`src/rtl/csr_bridge_pkg.sv`:
```
package csr_bridge_pkg;

  localparam logic [1:0] RESP_OKAY   = 2'b00;
  localparam logic [1:0] RESP_DECERR = 2'b11;

  typedef enum logic [2:0] {
    ST_IDLE,
    ST_WR,
    ST_RD,
    ST_RDWAIT,
    ST_BRSP,
    ST_RRSP
  } bridgeState_t;

  // strobes from control to datapath
  typedef struct packed {
    logic capAw;     // load address register from write channel
    logic capW;      // load write data and strobes
    logic capAr;     // load address register from read channel, clear read data
    logic capRdata;  // load read data from the selected target lane
    logic reqRead;   // drive read strobe of the selected target
    logic reqWrite;  // drive write strobe of the selected target
  } ctlStrobe_t;

endpackage

```
`src/rtl/csr_bridge_dpath.sv`:
```
module csr_bridge_dpath
  import csr_bridge_pkg::*;
#(
  parameter int ADDR_W    = 26,
  parameter int OFF_W     = 21,
  parameter int N_TARGETS = 25,
  parameter int DATA_W    = 32,
  parameter bit BYTE_MODE = 1'b0
) (
  input  logic                          clk,
  input  logic                          rstN,
  input  ctlStrobe_t                    strobes,
  input  logic [ADDR_W-1:0]             awAddr,
  input  logic [ADDR_W-1:0]             arAddr,
  input  logic [DATA_W-1:0]             wData,
  input  logic [DATA_W/8-1:0]           wStrb,
  input  logic [N_TARGETS-1:0]          dsWait,
  input  logic [N_TARGETS-1:0]          dsRdValid,
  input  logic [N_TARGETS*DATA_W-1:0]   dsRdata,
  output logic [OFF_W-1:0]              dsAddr,
  output logic [DATA_W-1:0]             dsWdata,
  output logic [DATA_W/8-1:0]           dsBe,
  output logic [N_TARGETS-1:0]          dsWrite,
  output logic [N_TARGETS-1:0]          dsRead,
  output logic [DATA_W-1:0]             rData,
  output logic                          regionOk,
  output logic                          selWait,
  output logic                          selRdValid
);

  localparam int STRB_W = DATA_W / 8;
  localparam int SHIFT  = $clog2(STRB_W);
  localparam int REG_W  = ADDR_W - OFF_W;

  logic [ADDR_W-1:0]    addrQ;
  logic [DATA_W-1:0]    dataQ;
  logic [STRB_W-1:0]    strbQ;
  logic [DATA_W-1:0]    rdataQ;
  logic [REG_W-1:0]     region;
  logic [N_TARGETS-1:0] selVec;
  logic [DATA_W-1:0]    laneSel;

  always_ff @(posedge clk) begin
    if (!rstN) begin
      addrQ  <= '0;
      dataQ  <= '0;
      strbQ  <= '0;
      rdataQ <= '0;
    end else begin
      if (strobes.capAw) addrQ <= awAddr;
      if (strobes.capAr) begin
        addrQ  <= arAddr;
        rdataQ <= '0;
      end
      if (strobes.capW) begin
        dataQ <= wData;
        strbQ <= wStrb;
      end
      if (strobes.capRdata) rdataQ <= laneSel;
    end
  end

  // region decode on the registered address
  assign region   = addrQ[ADDR_W-1:OFF_W];
  assign regionOk = (int'(region) < N_TARGETS);

  for (genvar i = 0; i < N_TARGETS; i++) begin : g_sel
    assign selVec[i] = (int'(region) == i);
  end

  always_comb begin
    laneSel = '0;
    for (int i = 0; i < N_TARGETS; i++) begin
      if (selVec[i]) laneSel = laneSel | dsRdata[i*DATA_W +: DATA_W];
    end
  end

  assign dsRead     = selVec & {N_TARGETS{strobes.reqRead}};
  assign dsWrite    = selVec & {N_TARGETS{strobes.reqWrite}};
  assign selWait    = |(selVec & dsWait);
  assign selRdValid = |(selVec & dsRdValid);
  assign dsWdata    = dataQ;
  assign rData      = rdataQ;

  if (BYTE_MODE) begin : g_byte
    assign dsAddr = {addrQ[OFF_W-1:SHIFT], {SHIFT{1'b0}}};
    assign dsBe   = strobes.reqWrite ? strbQ : {STRB_W{1'b1}};
  end else begin : g_word
    assign dsAddr = {{SHIFT{1'b0}}, addrQ[OFF_W-1:SHIFT]};
    assign dsBe   = {STRB_W{1'b1}};
  end

endmodule

```
`src/rtl/csr_bridge_ctrl.sv`:
```
module csr_bridge_ctrl
  import csr_bridge_pkg::*;
(
  input  logic       clk,
  input  logic       rstN,
  input  logic       awValid,
  output logic       awReady,
  input  logic       wValid,
  output logic       wReady,
  input  logic       arValid,
  output logic       arReady,
  output logic [1:0] bResp,
  output logic       bValid,
  input  logic       bReady,
  output logic [1:0] rResp,
  output logic       rValid,
  input  logic       rReady,
  input  logic       regionOk,
  input  logic       selWait,
  input  logic       selRdValid,
  output ctlStrobe_t strobes
);

  bridgeState_t state, nxt;
  logic awHeld, wHeld, errQ, errNxt;
  logic isIdle, nothingHeld, readWins;

  assign isIdle      = (state == ST_IDLE);
  assign nothingHeld = !awHeld && !wHeld;
  assign arReady     = isIdle && nothingHeld;
  assign readWins    = arReady && arValid;
  assign awReady     = isIdle && !awHeld && !readWins;
  assign wReady      = isIdle && !wHeld && !readWins;

  always_comb begin
    strobes          = '0;
    strobes.capAw    = awValid && awReady;
    strobes.capW     = wValid && wReady;
    strobes.capAr    = readWins;
    strobes.reqRead  = (state == ST_RD) && regionOk;
    strobes.reqWrite = (state == ST_WR) && regionOk;
    strobes.capRdata = (state == ST_RDWAIT) && selRdValid;
  end

  always_comb begin
    nxt    = state;
    errNxt = errQ;
    unique case (state)
      ST_IDLE: begin
        if (readWins)             nxt = ST_RD;
        else if (awHeld && wHeld) nxt = ST_WR;
      end
      ST_WR: begin
        if (!regionOk) begin
          nxt = ST_BRSP; errNxt = 1'b1;
        end else if (!selWait) begin
          nxt = ST_BRSP; errNxt = 1'b0;
        end
      end
      ST_RD: begin
        if (!regionOk) begin
          nxt = ST_RRSP; errNxt = 1'b1;
        end else if (!selWait) begin
          nxt = ST_RDWAIT; errNxt = 1'b0;
        end
      end
      ST_RDWAIT: if (selRdValid) nxt = ST_RRSP;
      ST_BRSP:   if (bReady)     nxt = ST_IDLE;
      ST_RRSP:   if (rReady)     nxt = ST_IDLE;
      default:                   nxt = ST_IDLE;
    endcase
  end

  always_ff @(posedge clk) begin
    if (!rstN) begin
      state  <= ST_IDLE;
      awHeld <= 1'b0;
      wHeld  <= 1'b0;
      errQ   <= 1'b0;
    end else begin
      state <= nxt;
      errQ  <= errNxt;
      if (strobes.capAw) awHeld <= 1'b1;
      if (strobes.capW)  wHeld  <= 1'b1;
      if (state == ST_WR && nxt != ST_WR) begin
        awHeld <= 1'b0;
        wHeld  <= 1'b0;
      end
    end
  end

  assign bValid = (state == ST_BRSP);
  assign rValid = (state == ST_RRSP);
  assign bResp  = errQ ? RESP_DECERR : RESP_OKAY;
  assign rResp  = errQ ? RESP_DECERR : RESP_OKAY;

endmodule

```
`src/rtl/axil_csr_bridge.sv`:
```
module axil_csr_bridge
  import csr_bridge_pkg::*;
#(
  parameter int ADDR_W    = 26,
  parameter int OFF_W     = 21,
  parameter int N_TARGETS = 25,
  parameter int DATA_W    = 32,
  parameter bit BYTE_MODE = 1'b0
) (
  input  logic                        clk,
  input  logic                        rstN,
  input  logic [ADDR_W-1:0]           awAddr,
  input  logic                        awValid,
  output logic                        awReady,
  input  logic [DATA_W-1:0]           wData,
  input  logic [DATA_W/8-1:0]         wStrb,
  input  logic                        wValid,
  output logic                        wReady,
  output logic [1:0]                  bResp,
  output logic                        bValid,
  input  logic                        bReady,
  input  logic [ADDR_W-1:0]           arAddr,
  input  logic                        arValid,
  output logic                        arReady,
  output logic [DATA_W-1:0]           rData,
  output logic [1:0]                  rResp,
  output logic                        rValid,
  input  logic                        rReady,
  output logic [OFF_W-1:0]            dsAddr,
  output logic [DATA_W-1:0]           dsWdata,
  output logic [DATA_W/8-1:0]         dsBe,
  output logic [N_TARGETS-1:0]        dsWrite,
  output logic [N_TARGETS-1:0]        dsRead,
  input  logic [N_TARGETS-1:0]        dsWait,
  input  logic [N_TARGETS-1:0]        dsRdValid,
  input  logic [N_TARGETS*DATA_W-1:0] dsRdata
);

  ctlStrobe_t strobes;
  logic regionOk, selWait, selRdValid;

  csr_bridge_ctrl uCtrl (
    .clk(clk), .rstN(rstN),
    .awValid(awValid), .awReady(awReady),
    .wValid(wValid), .wReady(wReady),
    .arValid(arValid), .arReady(arReady),
    .bResp(bResp), .bValid(bValid), .bReady(bReady),
    .rResp(rResp), .rValid(rValid), .rReady(rReady),
    .regionOk(regionOk), .selWait(selWait), .selRdValid(selRdValid),
    .strobes(strobes)
  );

  csr_bridge_dpath #(
    .ADDR_W(ADDR_W), .OFF_W(OFF_W), .N_TARGETS(N_TARGETS),
    .DATA_W(DATA_W), .BYTE_MODE(BYTE_MODE)
  ) uDpath (
    .clk(clk), .rstN(rstN), .strobes(strobes),
    .awAddr(awAddr), .arAddr(arAddr), .wData(wData), .wStrb(wStrb),
    .dsWait(dsWait), .dsRdValid(dsRdValid), .dsRdata(dsRdata),
    .dsAddr(dsAddr), .dsWdata(dsWdata), .dsBe(dsBe),
    .dsWrite(dsWrite), .dsRead(dsRead), .rData(rData),
    .regionOk(regionOk), .selWait(selWait), .selRdValid(selRdValid)
  );

endmodule

```
`config.mk`:
```
export PLATFORM = sky130hd
export DESIGN_NAME = axil_csr_bridge
export DESIGN_NICKNAME = d
export VERILOG_FILES = /design/src/rtl/csr_bridge_pkg.sv /design/src/rtl/csr_bridge_dpath.sv /design/src/rtl/csr_bridge_ctrl.sv /design/src/rtl/axil_csr_bridge.sv
export SDC_FILE = /design/constraint.sdc
export NUM_CORES = 1
export LEC_CHECK = 0
export ABC_AREA = 1
export BUFFER_PORTS_ARGS = -buffer_cell sky130_fd_sc_hd__buf_2
export CAP_MARGIN = 20
export CELL_PAD_IN_SITES_DETAIL_PLACEMENT = 1
export CELL_PAD_IN_SITES_GLOBAL_PLACEMENT = 1
export CORE_AREA = 2 2 427 429
export CTS_CLUSTER_DIAMETER = 80
export DETAILED_ROUTE_END_ITERATION = 16
export DIE_AREA = 0 0 429 431
export PLACE_DENSITY_LB_ADDON = 0.3
export SYNTH_ARGS = -nofsm -noshare
export SYNTH_HDL_FRONTEND = slang
export SYNTH_SLANG_ARGS = --single-unit
export TNS_END_PERCENT = 100
```
`constraint.sdc`:
```
create_clock -name clk -period 2.4 [get_ports clk]
set_input_delay 0.36 -clock clk [delete_from_list [all_inputs] [get_ports clk]]
set_output_delay 0.36 -clock clk [all_outputs]
set_load 0.005 [all_outputs]
```
==> summary.txt, run 1 <==
most common cell after layout, fill and taps aside: nand2_1
Util after Layout: 14.6%
PortBufs: 1,078
sequential power share: 11.6%
Data required, critical path: 2.04 ns
most common flop cell mapped by yosys: dfxtp_1
r2r setup slk: 0.01 ns
Worst Path Max Fanout: 5
Reg clk slew, reported paths: 0.09 ns
fmax: 0.410 GHz
TritonRoute pass-1 iters: 5
Die Y-Extent: 431 microns
later-pin clock latency in the skew report: 0.41 ns
cell taking the most area after synthesis: nand2_1
Site Rows: 156
highest metal used: met5
YS warnings: 0
drc violations: 0
Worst Setup EP: dsRead[11]
Pleak: 0.0136 uW
detailed-route wire length: 190,000 microns
die area: 0.185 sq mm
synth top area cells: nand2_1, dfxtp_1, nor2_1, nand3_1, buf_4
gr usage total: 19.6%
RSZ-0062 raised after global routing: true
failing checks: negative setup slack
# clock sinks: 94
status: complete, but fails checks
crit path time final: 2.44 ns
Final nets: 4,686
post-layout worst setup margin: -0.0392 ns
endpoints failing setup: 5
H-tree levels: 3
clock tree buffer depth: 2
normalized max-slew margin: 42.9%
R2R depth: 17
Hold WC Path Type: in2reg
Worst Clk Skew: 0.0255 ns
Syn-to-layout area delta: 117%
gpl congestion: 0.923
Post-synth ARST share: 0%
startpoint type of the worst setup path: flop
overall power: 20,700 uW
Clk pwr share: 8.2%
Worst Setup End Kind: output pin
period utilization: 102%
Die W: 429 microns
first-pass GRT wire length: 234,000 microns
Core ar.: 0.180 sq mm
reg-to-reg endpoint: uDpath.rData[23]
Final Hold Viols: 0
Final ANT Viol Nets: 0
Int Pwr: 9410 uW
top cell type's share of synthesized area: 40.0%
via count: 21.4k
Syn Area/Cell: 5.08 sq um
CTS Buf Count: 9
Least-Margin Pin Slew: 0.856 ns
layout cell share with drive strength beyond 1: 50.2%
CP Class: reg2out
Post-Synthesis Cells: 2,379
global route overflow: 0
clock tree from TritonCTS: built
root cell of the clock tree: clkbuf_16
pwr/cell area: 787 mW/mm^2
worst path arrival time: 2.08 ns
WL/cell: 30.9 microns
Max-cap violations: 0
placed wire-length estimate: 163,000 microns
metal1 wirelength: 74,000 microns
number of vias per cell: 3.49
Synth cell types: 39
setup TNS: -0.0912 ns
Slew Viols, Final: 0
Mapped Area: 0.0121 sq mm
Layout fillers: 22.2k
vias in the first global route: 22.2k
WL met3: 10,000 microns
Initial DRC Count: 1,224
Post-synth EDFFs: 0
peak supply drop: 429 uV
Switching Share: 54.4%
commonest non-fill, non-tap cells in the layout: nand2_1, buf_2, nor2_1, buf_4, buf_12
routed wl met2: 101,000 microns
dpl ws: -0.677 ns
antenna violations before repair: 151
FF+latch count, synth: 94
post-synthesis sequential area ratio: 15.6%
IO Count: 1,093
reg2reg start: uDpath.addrQ[21]
largest net degree at the start of global routing: 52
Comb pwr share: 80.2%
beginning of the critical path: uDpath.addrQ[24]
Starting Density: 6.71%
P_sw: 11,200 uW
[cell usage after synthesis, types with 6 or more instances]
| library cell | n |
|---|---|
| a21oi_1 | 6 |
| a21oi_2 | 30 |
| a22oi_1 | 10 |
| a31oi_1 | 25 |
| buf_2 | 65 |
| buf_4 | 52 |
| buf_6 | 10 |
| clkbuf_1 | 25 |
| dfxtp_1 | 94 |
| inv_1 | 85 |
| inv_2 | 6 |
| nand2_1 | 1289 |
| nand2_2 | 13 |
| nand3_1 | 96 |
| nand3_2 | 36 |
| nand4_1 | 27 |
| nor2_1 | 363 |
| nor2_2 | 8 |
| nor2_4 | 19 |
| o21ai_0 | 77 |
[cell type report]
cell class,count,area [sq um],area share [%]
Antenna cell,37,92.6,0.353
Clock buffer,9,225,0.858
Clock inverter,7,86.3,0.329
Inverter,98,462,1.76
Multi-Input combinational cell,2032,9880,37.6
Sequential cell,94,1900,7.23
Tap cell,2370,2970,11.3
Timing Repair Buffer,1506,10600,40.5
[sequential cells by signal, indices dropped and copies added, names as in the netlist]
name and flops:
uDpath.rData 32, uDpath.dsWdata 32, uCtrl.state 3, uCtrl.awHeld 1, uCtrl.wHeld 1, uCtrl.errQ 1, uDpath.addrQ 24
[how the worst min path moves through the flow]
stage | from | end | slack, ns | cells after the start
6_report | wData[23] | uDpath.dsWdata[23] | 0.21 | 3
5_1_grt | wData[7] | uDpath.dsWdata[7] | 0.20 | 3
4_1_cts | wData[23] | uDpath.dsWdata[23] | 0.17 | 3
3_5_place_dp | uDpath.rData[0] | uDpath.rData[0] | 0.46 | 2
3_3_place_gp | uDpath.rData[19] | uDpath.rData[19] | 0.46 | 2
2_1_floorplan | uDpath.rData[0] | uDpath.rData[0] | 0.47 | 2
[metrics by stage]
| step | cells | hold slack (ns) | cell area (sq um) |
|---|---|---|---|
| floorplan | 2383 | 0.467 | 12100 |
| CTS | 6070 | 0.168 | 24700 |
| detailed placement | 5963 | 0.464 | 22800 |
| finish | 6153 | 0.206 | 26300 |
| global route | 6138 | 0.196 | 26200 |
| global placement | 5963 | 0.459 | 22800 |
[layer usage]
layer	vias to the layer above	global-route usage [%]
li1	10100	-
met5	-	0
met4	32	4.54
met1	10200	22.3
met3	251	3.40
met2	915	37.4
[power by group through the flow]
stage	clock network [uW]	logic, uW	registers, uW
floorplan	0	5390	2290
global placement	0	14100	2360
detailed placement	0	14000	2380
CTS	1800	15700	2370
global route	1830	17800	2480
finish	1680	16600	2400
[logic make-up after synthesis]
logic type / count (synthesis) / share of synthesized area, %
AND/OR/NAND/NOR: 1874 / 65.0
buffers and inverters: 257 / 11.6
other: 2 / 0.0622
AO/OA/AOI/OAI: 152 / 7.73
flip-flops: 94 / 15.6
[worst max-delay path: stages (launching register included)]
cell	delay (ns)
dfxtp_4	0.42
buf_6	0.15
nand2_2	0.13
nor2_4	0.24
buf_12	0.15
buf_16	0.14
clkinvlp_4	0.16
nor2_4	0.12
buf_2	0.12
[repair_timing]
action	in CTS	in global routing
endpoints found under the setup margin	88	120
setup buffers	86	50
gates cloned	8	6
hold buffers	0	0
resized for setup	196	266
pin swaps	37	79
No activity file was read; power rests on OpenSTA's default activity.
==> run 2, diff against run 1 <==
--- a/config.mk
+++ b/config.mk
@@ -14,7 +14,7 @@
 export CTS_CLUSTER_DIAMETER = 80
 export DETAILED_ROUTE_END_ITERATION = 16
 export DIE_AREA = 0 0 429 431
-export PLACE_DENSITY_LB_ADDON = 0.3
+export PLACE_DENSITY_LB_ADDON = 0.1
 export SYNTH_ARGS = -nofsm -noshare
 export SYNTH_HDL_FRONTEND = slang
 export SYNTH_SLANG_ARGS = --single-unit
==> summary.txt, run 2 (synthesis results as in run 1) <==
Worst Clk Skew: 0.0188 ns
Critical-path top delay cell: dfxtp_4
CP delay by family, top: simple AND/OR/NAND/NOR gates
Die W: 429 microns
detailed-route wire length: 186,000 microns
fmax: 0.413 GHz
Reg clk slew, reported paths: 0.10 ns
post-layout worst setup margin: -0.0191 ns
worst hold path depth: 3
die area: 0.185 sq mm
via count: 20.9k
max incr delay on CP: 0.39 ns
CP Class: reg2out
Final Non-Filler Cells: 6,099
CTS Buf Count: 9
reg2reg start: uDpath.addrQ[23]
vias in the first global route: 21.8k
RSZ-0062 raised after global routing: true
Final nets: 4,644
quantity of hold-fixing buffers added after cts: 0
clock tree from TritonCTS: built
global route overflow: 0
Initial DRC Count: 1,072
Data required, critical path: 2.04 ns
critical path buffer and inverter count: 4
Worst Setup End Kind: output pin
Hold EP: uDpath.dsWdata[1]
crit path time final: 2.42 ns
setup TNS: -0.0231 ns
clock tree buffer depth: 2
Worst Path Max Fanout: 8
endpoints failing setup: 2
normalized max-slew margin: 48.8%
CP cell instances: buf_12 -> nor2_8 -> buf_12 -> a21oi_4 -> or2_4 -> buf_12 -> nor2_4 -> buf_2
Syn-to-layout area delta: 108%
Max-cap violations: 0
startpoint type of the worst setup path: flop
status: complete, but fails checks
layout cell share with drive strength beyond 1: 47.8%
failing checks: negative setup slack
drc violations: 0
number of vias per cell: 3.42
Slew Viols, Final: 0
# clock sinks: 94
peak supply drop: 621 uV
dpl ws: -0.388 ns
reg-to-reg endpoint: uDpath.rData[30]
Final Hold Viols: 0
antenna violations before repair: 170
Pleak: 0.0132 uW
Core ar.: 0.180 sq mm
root cell of the clock tree: clkbuf_16
most common cell after layout, fill and taps aside: nand2_1
later-pin clock latency in the skew report: 0.40 ns
pwr/cell area: 785 mW/mm^2
largest net degree at the start of global routing: 55
r2r setup slk: 0.04 ns
CP dominant cell by count: buf_12
worst hold slack: 0.197 ns
commonest non-fill, non-tap cells in the layout: nand2_1, buf_2, nor2_1, buf_4, buf_12
Hold Crit Start: wData[1]
Starting Density: 6.71%
Site Rows: 156
worst path arrival time: 2.06 ns
first-pass GRT wire length: 229,000 microns
Die Y-Extent: 431 microns
dpl cells: 5,965
Util after Layout: 14.0%
TritonRoute pass-1 iters: 4
WL/cell: 30.4 microns
gr usage total: 19.1%
gpl congestion: 0.876
Least-Margin Pin Slew: 0.769 ns
Final ANT Viol Nets: 0
IO Count: 1,093
R2R depth: 14
Hold WC Path Type: in2reg
period utilization: 101%
PortBufs: 1,078
H-tree levels: 3
placed wire-length estimate: 161,000 microns
==> run 2: cell type report <==
cell class | instances | area [sq um]
clock buffer | 9 | 225
fill | 22300 | 155000
clock inverter | 7 | 75.1
tap | 2370 | 2970
inverter | 98 | 418
timing repair buffer | 1464 | 10000
antenna | 25 | 62.6
sequential | 94 | 1900
multi-input combinational | 2032 | 9510
==> run 2: power by group <==
part	switching, uW	internal [uW]	leakage (uW)
combinational	9580	6140	0.0123
sequential	324	2040	0.000773
clock	922	743	0.000144
total	10800	8920	0.0132
==> run 2: worst min-delay path, cell delays in order <==
cell and delay [ns]:
buf_2 0.07, o21ai_0 0.07, nor2_1 0.07
==> run 2: how the worst max path moves through the flow <==
stage                             endpoint             start  cells after the start  slack [ns]
after floorplan                 dsRead[10]  uDpath.addrQ[21]                      8        0.53
after global placement    uDpath.rData[27]  uDpath.addrQ[21]                     15       -0.35
after detailed placement  uDpath.rData[27]  uDpath.addrQ[21]                     15       -0.39
after CTS                      dsWrite[16]  uDpath.addrQ[22]                      9       -0.04
after global routing            dsRead[16]  uDpath.addrQ[22]                      9       -0.08
final                           dsRead[10]  uDpath.addrQ[22]                      8       -0.02
==> run 2: timing repair <==
action	CTS	global route
setup buffers	45	45
gates cloned	3	9
resized for setup	140	171
endpoints found under the setup margin	88	108
pin swaps	26	31
==> run 2: per-layer routing <==
metal | up-vias | track usage, % | share of wire [%]
li1 | 9984 | - | -
met1 | 9773 | 21.7 | 40
met2 | 757 | 37.5 | 54
met3 | 293 | 3.46 | 4.3
met4 | 56 | 2.38 | 1.8
met5 | - | 0 | 0.19
==> run 2: stage by stage <==
step / total power, uW / area [sq um]
6_report: 19700 / 25200
2_1_floorplan: 7690 / 12100
5_1_grt: 21300 / 25100
4_1_cts: 19200 / 23900
3_3_place_gp: 16200 / 22600
3_5_place_dp: 16200 / 22600
